`src/rtl/mbm_pkg.sv`:
```
package mbm_pkg;
  typedef enum logic [1:0] {ST_IDLE, ST_ADDR, ST_DATA} mbm_state_e;

  localparam logic [1:0] SZ_LONG = 2'b00;
  localparam logic [1:0] SZ_BYTE = 2'b01;
  localparam logic [1:0] SZ_WORD = 2'b10;

  // 0 = byte, 1 = word, 2 = longword
  function automatic logic [1:0] size_rank(input logic [1:0] sz);
    case (sz)
      SZ_BYTE: size_rank = 2'd0;
      SZ_WORD: size_rank = 2'd1;
      default: size_rank = 2'd2;
    endcase
  endfunction

  function automatic logic [1:0] narrower(input logic [1:0] a, input logic [1:0] b);
    narrower = (size_rank(a) <= size_rank(b)) ? a : b;
  endfunction
endpackage

```
`src/rtl/mbm_width_cfg.sv`:
```
module mbm_width_cfg #(
  parameter int NUM_CS = 4,
  localparam int CS_W = $clog2(NUM_CS)
) (
  input  logic                      clk,
  input  logic                      rst_n,
  input  logic [1:0]                boot_strap,
  input  logic [2*(NUM_CS-1)-1:0]   cs_width,
  input  logic [CS_W-1:0]           sel,
  output logic [1:0]                width
);
  logic       strap_taken_q;
  logic [1:0] boot_w_q;
  logic [1:0] tbl [NUM_CS];

  always_ff @(posedge clk or negedge rst_n) begin
    if (!rst_n) begin
      strap_taken_q <= 1'b0;
      boot_w_q      <= 2'b00;
    end else if (!strap_taken_q) begin
      strap_taken_q <= 1'b1;
      boot_w_q      <= boot_strap;
    end
  end

  assign tbl[0] = boot_w_q;
  for (genvar i = 1; i < NUM_CS; i++) begin : g_cfg
    assign tbl[i] = cs_width[2*(i-1) +: 2];
  end

  assign width = tbl[sel];
endmodule

```
`src/rtl/mbm_lane_decode.sv`:
```
module mbm_lane_decode
  import mbm_pkg::*;
(
  input  logic [1:0] req_size,
  input  logic [1:0] port_width,
  input  logic [1:0] addr_lo,
  output logic [1:0] eff_size,
  output logic [3:0] be_n
);
  logic [3:0] lanes;

  always_comb begin
    eff_size = narrower(req_size, port_width);
    case (eff_size)
      SZ_BYTE: lanes = 4'b0001 << addr_lo;
      SZ_WORD: lanes = addr_lo[1] ? 4'b1100 : 4'b0011;
      default: lanes = 4'b1111;
    endcase
    be_n = ~lanes;
  end
endmodule

```
`src/rtl/mbm_ack_timer.sv`:
```
module mbm_ack_timer #(
  parameter bit TMO_EN     = 1'b1,
  parameter int TMO_CYCLES = 255,
  localparam int CNT_W = $clog2(TMO_CYCLES + 1)
) (
  input  logic clk,
  input  logic rst_n,
  input  logic run,
  input  logic ack,
  output logic expire
);
  if (TMO_EN) begin : g_tmo
    logic [CNT_W-1:0] cnt_q, cnt_d;

    always_comb begin
      cnt_d = run ? cnt_q + 1'b1 : '0;
    end

    always_ff @(posedge clk or negedge rst_n) begin
      if (!rst_n) cnt_q <= '0;
      else        cnt_q <= cnt_d;
    end

    assign expire = run && !ack && (cnt_q == CNT_W'(TMO_CYCLES - 1));
  end else begin : g_no_tmo
    assign expire = 1'b0;
  end
endmodule

```
`src/rtl/mux_bus_master.sv`:
```
module mux_bus_master
  import mbm_pkg::*;
#(
  parameter int NUM_CS     = 4,
  parameter bit TMO_EN     = 1'b1,
  parameter int TMO_CYCLES = 255,
  localparam int CS_W = $clog2(NUM_CS)
) (
  input  logic                    clk,
  input  logic                    rst_n,
  input  logic [1:0]              boot_strap,
  input  logic [2*(NUM_CS-1)-1:0] cs_width,
  input  logic                    req_valid,
  output logic                    req_ready,
  input  logic [31:0]             req_addr,
  input  logic [31:0]             req_wdata,
  input  logic                    req_read,
  input  logic [1:0]              req_size,
  input  logic [CS_W-1:0]         req_cs,
  output logic                    rsp_done,
  output logic                    rsp_err,
  output logic [31:0]             rsp_rdata,
  output logic [NUM_CS-1:0]       bus_cs_n,
  output logic                    bus_ts_n,
  output logic                    bus_ale,
  output logic                    bus_rw,
  output logic [1:0]              bus_tsiz,
  output logic [3:0]              bus_be_n,
  output logic                    bus_oe_n,
  output logic [31:0]             bus_ad_out,
  output logic                    bus_ad_oe,
  input  logic [31:0]             bus_ad_in,
  input  logic                    bus_ack_n
);
  mbm_state_e st_q, st_d;
  logic [31:0] addr_q, wdata_q, rdata_q;
  logic        read_q, done_q, err_q;
  logic [CS_W-1:0] cs_q;
  logic [1:0]  size_q, port_w, eff_size;
  logic [3:0]  be_n_q, be_n_d;
  logic        accept, ack, expire, end_cyc, in_cyc, in_addr, in_data;
  logic [NUM_CS-1:0] cs_hot;

  mbm_width_cfg #(.NUM_CS(NUM_CS)) u_width (
    .clk(clk), .rst_n(rst_n), .boot_strap(boot_strap),
    .cs_width(cs_width), .sel(req_cs), .width(port_w)
  );

  mbm_lane_decode u_lanes (
    .req_size(req_size), .port_width(port_w), .addr_lo(req_addr[1:0]),
    .eff_size(eff_size), .be_n(be_n_d)
  );

  mbm_ack_timer #(.TMO_EN(TMO_EN), .TMO_CYCLES(TMO_CYCLES)) u_timer (
    .clk(clk), .rst_n(rst_n), .run(in_data), .ack(ack), .expire(expire)
  );

  assign ack     = !bus_ack_n;
  assign in_addr = (st_q == ST_ADDR);
  assign in_data = (st_q == ST_DATA);
  assign in_cyc  = (st_q != ST_IDLE);
  assign accept  = (st_q == ST_IDLE) && req_valid;
  assign end_cyc = in_data && (ack || expire);

  always_comb begin
    st_d = st_q;
    case (st_q)
      ST_IDLE: if (req_valid) st_d = ST_ADDR;
      ST_ADDR: st_d = ST_DATA;
      ST_DATA: if (ack || expire) st_d = ST_IDLE;
      default: st_d = ST_IDLE;
    endcase
  end

  always_ff @(posedge clk or negedge rst_n) begin
    if (!rst_n) begin
      st_q    <= ST_IDLE;
      addr_q  <= '0;
      wdata_q <= '0;
      read_q  <= 1'b1;
      cs_q    <= '0;
      size_q  <= SZ_LONG;
      be_n_q  <= '1;
      done_q  <= 1'b0;
      err_q   <= 1'b0;
      rdata_q <= '0;
    end else begin
      st_q   <= st_d;
      done_q <= end_cyc;
      if (end_cyc) err_q <= !ack;
      if (accept) begin
        addr_q  <= req_addr;
        wdata_q <= req_wdata;
        read_q  <= req_read;
        cs_q    <= req_cs;
        size_q  <= eff_size;
        be_n_q  <= be_n_d;
      end
      if (end_cyc && ack && read_q) rdata_q <= bus_ad_in;
    end
  end

  for (genvar i = 0; i < NUM_CS; i++) begin : g_cs
    assign cs_hot[i] = (cs_q == CS_W'(i));
  end

  assign req_ready  = (st_q == ST_IDLE);
  assign rsp_done   = done_q;
  assign rsp_err    = err_q;
  assign rsp_rdata  = rdata_q;
  assign bus_cs_n   = in_cyc ? ~cs_hot : '1;
  assign bus_ale    = in_addr;
  assign bus_ts_n   = !in_addr;
  assign bus_rw     = in_cyc ? read_q : 1'b1;
  assign bus_tsiz   = in_cyc ? size_q : SZ_LONG;
  assign bus_be_n   = in_cyc ? be_n_q : '1;
  assign bus_oe_n   = !(in_data && read_q);
  assign bus_ad_oe  = in_addr || (in_data && !read_q);
  assign bus_ad_out = in_addr ? addr_q : ((in_data && !read_q) ? wdata_q : '0);
endmodule

```
`config.mk`:
```
export PLATFORM = sky130hd
export DESIGN_NAME = mux_bus_master
export DESIGN_NICKNAME = d
export VERILOG_FILES = /design/src/rtl/mbm_pkg.sv /design/src/rtl/mbm_width_cfg.sv /design/src/rtl/mbm_lane_decode.sv /design/src/rtl/mbm_ack_timer.sv /design/src/rtl/mux_bus_master.sv
export SDC_FILE = /design/constraint.sdc
export NUM_CORES = 1
export LEC_CHECK = 0
export ABC_AREA = 1
export BUFFER_PORTS_ARGS = -buffer_cell sky130_fd_sc_hd__buf_2
export CAP_MARGIN = 30
export CELL_PAD_IN_SITES_DETAIL_PLACEMENT = 1
export CELL_PAD_IN_SITES_GLOBAL_PLACEMENT = 2
export CORE_ASPECT_RATIO = 2
export CORE_MARGIN = 1.5
export CORE_UTILIZATION = 28
export CTS_CLUSTER_DIAMETER = 120
export DETAILED_ROUTE_END_ITERATION = 12
export PLACE_DENSITY = 0.85
export SYNTH_ARGS = -nofsm -noshare
export SYNTH_HDL_FRONTEND = slang
export SYNTH_HIERARCHICAL = 1
export SYNTH_SLANG_ARGS = --single-unit
```
`constraint.sdc`:
```
create_clock -name clk -period 2.8 [get_ports clk]
set_input_delay 0 -clock clk [delete_from_list [all_inputs] [get_ports clk]]
set_output_delay 0 -clock clk [all_outputs]
set_load 0.01 [all_outputs]
```
==> flow_summary.ini, run 1 <==
[route]
route.detailed.drc = 0
drt-total-wl_um = 19960
ant_nets = 0
firstDrtPassIters = 4
avgViaCountPerCell = 4.548
drtIter0Drc = 167
vias = 5839
wl_per_cell_um = 15.54

[cts]
clk_pin_slew_ps = 60
cts_buffers = 17
cts_num_sinks = 120
h-tree-depth = 4
cts_tree = built
insertion_delay_ps = 420
cts_setup_buffers = 0
cts.path.max_buffers = 2
cts-root-buf = clkbuf_16
cts_resized = 0

[sta]
setup_ws_ps = 344.2
slew_violations = 0
setup-tns-final_ps = 0
period_share_pct = 87.71
fmax_mhz = 407.2
skew_ps = 4.307
finalHoldViolCount = 0
worstMarginPinSlew_ps = 797.4
setup_violations = 0
slew_headroom_pct = 46.84
rsz0062_at_grt = false
period_minus_slack_ps = 2456

[global_routing]
antenna_found_initial = 0
grt_max_degree = 74
grt_pass1_wl_um = 31520
overflow = 0
grt_use_total_pct = 19.80
grt_pass1_vias = 6502

[hold_path]
min_from = req_valid
worstHoldPathCells = 5
hold_path_end = be_n_q[0]
hp-class = in -> reg

[die]
core_area_um2 = 19820
die_w_um = 103.5
ios = 195
initial_core_util_pct = 28.53
rows = 73
dieArea_um2 = 21110
die_h_um = 204.0

[synthesis]
ys.warnings.count = 6
syn-cell-area_um2 = 5655
avgSynthCellArea_um2 = 7.866
synth_top_area_cell = dfrtp_1
synth_top_cell_area_share_pct = 50.88
seq_area_frac_synth_pct = 53.21
synth.ff_latch_count = 120
syn-instance-count = 719
ys_types = 26
syn_nets = 840
synthTopCellsByArea = dfrtp_1, nand2_1, nand3_1

[worst_setup_path]
crit_type = reg -> reg
cp_max_fo = 5
r2r_cells = 17
ff2ff_setup_slack_ps = 340
cp-startpoint = u_width/boot_w_q[1]
worstSetupStartpointType = flip-flop
crit_required_ps = 3160
worstPathArrival_ps = 2810
reg2reg_from = u_width/boot_w_q[1]
endpoint_kind = flip-flop
r2r_end = be_n_q[3]

[cells_and_area]
layout-area-overhead-vs-synth_pct = 49.29
drive_above_1_share_pct = 25.15
layout.cells.non_filler = 1284
antenna_cells = 0
nets = 1130

[place]
dpl.cell_count = 1147
portBuffers = 194
dp_hpwl_um = 12650
globalplace.congestion = 0.7620
dp_worst_setup_slack_ps = 353.9

[job]
cap_violations = 0

[power]
ir_worst_vdd_v = 0.0004650
power.total_w = 0.008284
p_leak_nw = 4.660
p_per_area_nw_per_um2 = 981.2

[status]
status = completed
[power by group]
part	total (W)	switching (W)	internal [W]
Sequential	0.00293	0.000426	0.00251
Clock	0.00219	0.000782	0.00141
Combinational	0.00316	0.00202	0.00113
Total	0.00828	0.00323	0.00505
[placed cells by master, fill, tap and decap left out]
master           n
nor3_1           3
buf_4           10
a31oi_1          2
o21ai_0          5
bufinv_16        3
clkbuf_8         1
clkinvlp_4       1
inv_2            4
conb_1           1
o21ai_1          1
ha_1             8
clkbuf_1         4
buf_2          193
inv_1           31
nand3_2          1
clkinv_1         2
nand3_1         46
nor2_1          18
buf_12           2
a21oi_1          6
nand2_2          4
clkinv_2         6
nand2_1        385
nor2_4           3
dfstp_2          5
nand4_1         33
nor2_2           3
or2_2            4
dlygate4sd3_1  105
clkbuf_16       17
dfrtp_1        115
[metrics by stage]
step	utilization (%)	hold WS [ps]	area, µm²
detailed placement	34.36	-36.37	6810
finish	42.60	84.74	8443
global placement	34.36	-45.26	6810
global route	42.60	111.9	8443
floorplan	-	-295.6	5655
CTS	42.60	59.31	8443
[worst max-delay path: stages, from the launching register on]
cell and delay [ps]:
dfrtp_1 350, inv_1 70, nand2_1 50, nand3_1 60, nand2_1 120, ha_1 310, inv_1 40, ha_1 280
nand2_1 170, nand2_2 100, nand2_1 70, nand2_1 50, ha_1 290, clkinv_1 60, nand2_1 80, a31oi_1 150
nand2_1 70, nand2_1 80
[worst max-delay path by stage]
stage | endpoint | slack (ps)
after floorplan | be_n_q[2] | 670
after global placement | be_n_q[2] | 400
after detailed placement | be_n_q[3] | 350
after CTS | be_n_q[3] | 330
after global routing | be_n_q[2] | 80
final | be_n_q[3] | 340
[layer usage]
layer / vias up / track usage, % / wire, µm
met1: 2812 / 19.51 / 7266
met4: 0 / 10.67 / 820
met5: - / 0 / 0
li1: 2817 / - / -
met3: 47 / 3.933 / 794
met2: 163 / 37.16 / 11080
[state kept, by name (all words and copies together), names as in the netlist]
name,count
rsp_rdata,32
size_q,2
st_q,2
addr_q,32
u_timer/g_tmo.cnt_q,8
cs_q,2
rsp_done,1
be_n_q,4
u_width/strap_taken_q,1
rsp_err,1
u_width/boot_w_q,2
read_q,1
wdata_q,32
[final cells by class]
type	instances	area [µm²]
repair buffers	310	2132
well taps	262	327.8
clock inverters	10	127.6
clock buffers	22	454.2
inverters	37	138.9
fillers	2434	11380
multi-input cells	523	2253
flip-flops and latches	120	3009
[synthesized netlist by cell type]
master / count
a21oi_1: 6
a31oi_1: 2
buf_1: 1
buf_2: 16
buf_4: 2
buf_6: 12
clkbuf_1: 8
clkinv_1: 2
conb_1: 1
dfrtp_1: 115
dfstp_2: 5
ha_1: 8
inv_1: 31
inv_2: 4
nand2_1: 385
nand2_2: 4
nand3_1: 46
nand3_2: 1
nand4_1: 33
nor2_1: 18
nor2_2: 5
nor2_4: 1
nor3_1: 3
o21ai_0: 5
o21ai_1: 1
or2_2: 4
[cell families (layout without fill, tap and decap cells)]
kind of cell | Yosys count | in the layout | share of synthesized area [%]
buffers and inverters | 76 | 379 | 7.124
AO/OA/AOI/OAI | 14 | 14 | 1.283
flip-flops | 120 | 120 | 53.21
AND/OR/NAND/NOR | 500 | 500 | 36.55
other | 1 | 1 | 0.06631
adder cells (fa/ha/maj) | 8 | 8 | 1.770
[repair_timing]
item,in CTS,in global routing
endpoints found under the setup margin,0,0
hold buffers,105,0
hold endpoints to repair,198,0
No activity file was read; power rests on OpenSTA's default activity.
==> inputs of run 2 (changes only) <==
--- a/config.mk
+++ b/config.mk
@@ -12,10 +12,12 @@
 export CELL_PAD_IN_SITES_GLOBAL_PLACEMENT = 2
 export CORE_ASPECT_RATIO = 2
 export CORE_MARGIN = 1.5
-export CORE_UTILIZATION = 28
+export CORE_UTILIZATION = 29
+export CTS_BUF_LIST = sky130_fd_sc_hd__clkbuf_2
 export CTS_CLUSTER_DIAMETER = 120
+export CTS_CLUSTER_SIZE = 14
 export DETAILED_ROUTE_END_ITERATION = 12
-export PLACE_DENSITY = 0.85
+export PLACE_DENSITY = 0.87
 export SYNTH_ARGS = -nofsm -noshare
 export SYNTH_HDL_FRONTEND = slang
 export SYNTH_HIERARCHICAL = 1
==> constraint.sdc (replaced) <==
create_clock -name clk -period 2.8 [get_ports clk]
set_input_delay 0.42 -clock clk [delete_from_list [all_inputs] [get_ports clk]]
set_output_delay 0.42 -clock clk [all_outputs]
set_load 0.01 [all_outputs]
==> run 2 against run 1 <==
  * Critical path depth grew 3
  * Sequential cell count stayed put
  * Via count grew 1.6%
  * Non-clock buffer count is 4 higher
  * Utilization decreased by 0.10 points
  * Cell count is 0.31% higher
  * Combinational power is 3% higher
  * Count of clock-buffer cells in the layout decreased by 2
  * Setup slack worse by 100 ps
  * Register-to-register slack worse by 30 ps
==> flow_summary.ini, run 2 (same netlist as run 1, synthesis figures left out) <==
[status]
status = completed

[route]
wl_per_cell_um = 15.60
ant_nets = 0
avgViaCountPerCell = 4.604
drtIter0Drc = 137
firstDrtPassIters = 6
vias = 5930
route.detailed.drc = 0
drt-total-wl_um = 20090

[worst_setup_path]
worstSetupStartpointType = input port
critPathSlowestCell = dlygate4sd3_1
cp_max_fo = 6
crit_required_ps = 3450
critPathMaxStageDelay_ps = 520
crit_path_frequent_cell = nand2_1
endpoint_kind = flip-flop
worstPathArrival_ps = 3200
crit_chain = dlygate4sd3_1, buf_2, inv_2, nand2_1, nand3_1, nand2_1, inv_1, ha_1, inv_1, ha_1, nand2_1, nand2_2, nand2_1, nand2_1, ha_1, clkinv_1, nand2_1, a31oi_1, nand2_1, nand2_1
crit_type = in -> reg

[cells_and_area]
layout-area-overhead-vs-synth_pct = 44.18
fin_area_um2 = 8154
layout_common_cells = nand2_1, buf_2, dfrtp_1
drive_above_1_share_pct = 25.61
num-fill-cells = 2384
nets = 1135
final_common_cell = nand2_1

[global_routing]
grt_pass1_wl_um = 32290
grt_max_degree = 118
overflow = 0
antenna_found_initial = 2
grt_pass1_vias = 6618
grt_use_total_pct = 20.55

[power]
share_comb_of_total_power_pct = 44.2
power.total_w = 0.007320
ir_worst_vdd_v = 0.0004501
p_sw_share_pct = 43.07
seqPwrFrac_pct = 40.0
p_switching_w = 0.003153
p_per_area_nw_per_um2 = 897.7
p_leak_nw = 4.532
clockPowerShare_pct = 15.8
p_int_w = 0.004167

[place]
dp_hpwl_um = 12370
portBuffers = 194
globalplace.congestion = 0.7591
place_area_um2 = 6812

[sta]
worstMarginPinSlew_ps = 837.7
period_share_pct = 91.33
setup_violations = 0
setup-tns-final_ps = 0
skew_ps = 26.04
finalHoldViolCount = 0
period_minus_slack_ps = 2557
fmax_mhz = 391.1
slew_violations = 0
slew_headroom_pct = 44.15
rsz0062_at_grt = false

[cts]
cts.path.max_buffers = 2
clk_pin_slew_ps = 190
h-tree-depth = 4
insertion_delay_ps = 690
cts_num_sinks = 120
cts_buffers = 17
cts-root-buf = clkbuf_2
cts_tree = built

[die]
ios = 195
die_w_um = 101.7
die_h_um = 200.5
core_area_um2 = 19190
initial_core_util_pct = 29.47
rows = 72
dieArea_um2 = 20400

[hold_path]
hp-class = in -> reg

[job]
cap_violations = 0
run 2: changes by cell type in the layout (fill, tap and decap cells not counted), sizes merged:
cell and change:
buf +3, clkinv +1, dlygate4sd3 +1, clkbuf -2, inv -1, clkinvlp +2, nor2 +1, diode +2
run 2: layer usage:
layer	routed length [µm]	GRT usage (%)	vias to the layer above
met5	0	0	-
met4	908	11.31	0
met3	733	4.143	48
met2	10980	38.02	157
met1	7475	20.63	2879
li1	-	-	2846
run 2: what timing repair did:
item                       CTS  global route
pin swaps                    0             1
setup endpoints to repair   17            26
cloned                       0             1
buffers inserted             1             3
hold endpoints to repair   221             0
resized for setup            1             2
hold buffers               106             0
run 2: path summary, 6_finish.rpt:
kind | from | to | slack [ps] | cells after the start
setup / recovery | req_cs[0] | be_n_q[2] | 240 | 20
hold / removal | req_valid | be_n_q[1] | 220 | 5
setup reg to reg | u_width/boot_w_q[0] | be_n_q[2] | 310 | 18
hold reg to reg | be_n_q[1] | be_n_q[1] | 480 | 2
max in group asynchronous | rst_n | addr_q[20] | 1870 | 3
min in group asynchronous | rst_n | u_width/strap_taken_q | 330 | 3
run 2: power by group through the flow:
stage	Sequential, W	Clock (W)	Combinational, W
after floorplan	0.00297	0	0.00188
after global placement	0.00292	0	0.00303
final	0.00292	0.00116	0.00324
after global routing	0.00303	0.00128	0.00365
after CTS	0.00291	0.00122	0.00323
after detailed placement	0.00295	0	0.00309
run 2: per-stage QoR:
step                      util (%)  setup slack [ps]  instances  hold slack (ps)
final                        42.49             242.9       1288            223.3
after global routing         42.49             43.54       1288            167.7
after CTS                    42.31            0.8118       1282            126.4
after detailed placement     35.50             67.06       1143            226.5
after global placement       35.50             176.3       1143            225.0
after floorplan                  -             567.7        719            124.4
run 2: layout make-up:
cell class	count	area (µm²)	share of cell area [%]
Timing Repair Buffer	314	2177	26.70
Multi-Input combinational cell	524	2260	27.71
Sequential cell	120	3012	36.93
Clock buffer	20	100.1	1.228
Antenna cell	2	5.005	0.06138
Tap cell	259	324.1	3.974
Inverter	37	142.6	1.749
Clock inverter	12	133.9	1.642
run 2: critical path, delay by kind of cell:
family | cells | cell delay [ps]
AOI/OAI and AO/OA | 1 | 150
adders and majority gates | 3 | 850
buffers and inverters | 6 | 910
and+or+nand+nor | 10 | 870
==> inputs of run 3 (changes only) <==
--- a/config.mk
+++ b/config.mk
@@ -6,7 +6,7 @@
 export NUM_CORES = 1
 export LEC_CHECK = 0
 export ABC_AREA = 1
-export BUFFER_PORTS_ARGS = -buffer_cell sky130_fd_sc_hd__buf_2
+export BUFFER_PORTS_ARGS = -buffer_cell sky130_fd_sc_hd__clkbuf_2
 export CAP_MARGIN = 30
 export CELL_PAD_IN_SITES_DETAIL_PLACEMENT = 1
 export CELL_PAD_IN_SITES_GLOBAL_PLACEMENT = 2
==> run 3 against run 2 <==
  * Critical path depth fell by 15
  * Setup slack got worse by 11 ps
  * Worst hold slack got worse by 92 ps
  * Clock skew rose by 10 ps
  * Sequential power barely moved
  * Sequential cell count did not move
  * First-iteration DRC count rose by 47%
  * Via count fell by 0.47%
  * Combinational power barely moved
  * Maximum frequency fell by 0.41%
  * Sequential share of layout area rose by 0.22 points
  * Largest cell class unchanged
  * Largest power group unchanged
==> flow_summary.ini, run 3 (same netlist as run 1, synthesis figures left out) <==
[power]
p_leak_nw = 4.530
ir_worst_vdd_v = 0.0003515
p_per_area_nw_per_um2 = 894.4

[global_routing]
grt_pass1_vias = 6527
grt_pass1_wl_um = 32640
grt_max_degree = 74
grt_use_total_pct = 21.01
antenna_found_initial = 1
overflow = 0

[die]
initial_core_util_pct = 29.47
die_h_um = 200.5
ios = 195
core_area_um2 = 19190
dieArea_um2 = 20400
rows = 72
die_w_um = 101.7

[worst_setup_path]
crit_chain = inv_1, buf_6, nand3_1, nand2_1, clkbuf_2
r2r_end = be_n_q[3]
worstSetupEndpoint = bus_ad_out[23]
reg2reg_from = u_width/boot_w_q[1]
crit_type = reg -> out
cp-startpoint = read_q
critPathMaxStageDelay_ps = 410
r2r_cells = 17
endpoint_kind = primary output
crit_required_ps = 2380
worstSetupStartpointType = flip-flop
worstPathArrival_ps = 2150
cp_max_fo = 22
ff2ff_setup_slack_ps = 370
critPathSlowestCell = dfstp_2

[cts]
cts_num_sinks = 120
cts_tree = built
insertion_delay_ps = 690
cts_buffers = 17
cts.path.max_buffers = 2
cts-root-buf = clkbuf_2
clk_pin_slew_ps = 190
h-tree-depth = 4

[hold_path]
worstHoldPathCells = 5
hp-class = in -> reg

[cells_and_area]
layout-area-overhead-vs-synth_pct = 43.25
nets = 1133
regArea_um2 = 3010
final_common_cell = nand2_1
num-fill-cells = 2411
multi_input_area_um2 = 2253
layout_common_cells = nand2_1, clkbuf_2, dfrtp_1
drive_above_1_share_pct = 25.76

[route]
drt-total-wl_um = 20360
vias = 5902
ant_nets = 0
wl_per_cell_um = 15.84
avgViaCountPerCell = 4.593
firstDrtPassIters = 4
drtIter0Drc = 201
route.detailed.drc = 0

[sta]
skew_ps = 36.36
period_share_pct = 91.70
holdWs_ps = 131.0
rsz0062_at_grt = false
setup_violations = 0
worstMarginPinSlew_ps = 809.9
slew_violations = 0
fmax_mhz = 389.5
period_minus_slack_ps = 2568
setup-tns-final_ps = 0
finalHoldViolCount = 0
slew_headroom_pct = 46.01

[place]
dp_hpwl_um = 12970
portBuffers = 194
globalplace.congestion = 0.7591

[job]
cap_violations = 0

[status]
status = completed
## run 3: cell types whose count changed in the layout (fill, tap and decap cells not counted), sizes merged
cell / before / now
clkbuf: 20 / 215
buf: 208 / 16
dlygate4sd3: 106 / 104
bufinv: 3 / 2
clkinv: 9 / 8
clkinvlp: 3 / 2
diode: 2 / 1
inv: 34 / 35
nor2: 25 / 24
## run 3: final cells by class
cell class	instances	area share (%)
antenna	1	0.03089
clock buffer	22	1.359
clock inverter	10	1.313
inverter	37	1.714
multi-input combinational	523	27.81
sequential	120	37.16
tap	259	4.000
timing repair buffer	313	26.61
## run 3: metrics by stage
step | std cells | area (µm²) | setup slack (ps) | utilization, % | total power (W)
floorplan | 719 | 5655 | 567.7 | - | 0.004847
global placement | 1146 | 6822 | 152.7 | 35.55 | 0.005978
detailed placement | 1146 | 6822 | 78.89 | 35.55 | 0.006066
CTS | 1284 | 8098 | 70.11 | 42.20 | 0.007337
global route | 1285 | 8102 | 47.99 | 42.22 | 0.007884
finish | 1285 | 8102 | 232.3 | 42.22 | 0.007246
## run 3: per-layer routing
layer  routed length (µm)  GRT usage [%]  vias up
met5                    0              0        -
met4                 1183          13.69        0
met3                  817          4.178       66
met2                11290          38.36      177
met1                 7067          20.67     2830
li1                     -              -     2829
## run 3: power breakdown
part	switching, W	internal [W]	leakage, nW
Combinational	0.00207	0.00116	2.90
Clock	0.000666	0.000417	0.139
Sequential	0.000440	0.00249	1.49
## run 3: worst max-delay path, delay by kind of cell (launching register included)
family / cells / cell delay (ps)
buffers and inverters: 3 / 820
DFF: 1 / 410
and+or+nand+nor: 2 / 230
## run 3: worst min-delay path by stage
stage / start / to / slack, ps
finish: req_size[0] / size_q[0] / 130
floorplan: rst_n / addr_q[0] / 120
CTS: req_size[0] / size_q[0] / 5
detailed placement: rst_n / addr_q[7] / 390
global route: req_size[0] / size_q[0] / 80
global placement: rst_n / addr_q[9] / 390
## run 3: repair_timing
| item | in CTS | in global routing |
|---|---|---|
| resized for setup | 1 | 1 |
| buffers inserted | 2 | 0 |
| pin swaps | 1 | 0 |
| endpoints found under the setup margin | 3 | 1 |
| hold buffers | 104 | 0 |
| endpoints found under the hold margin | 155 | 0 |
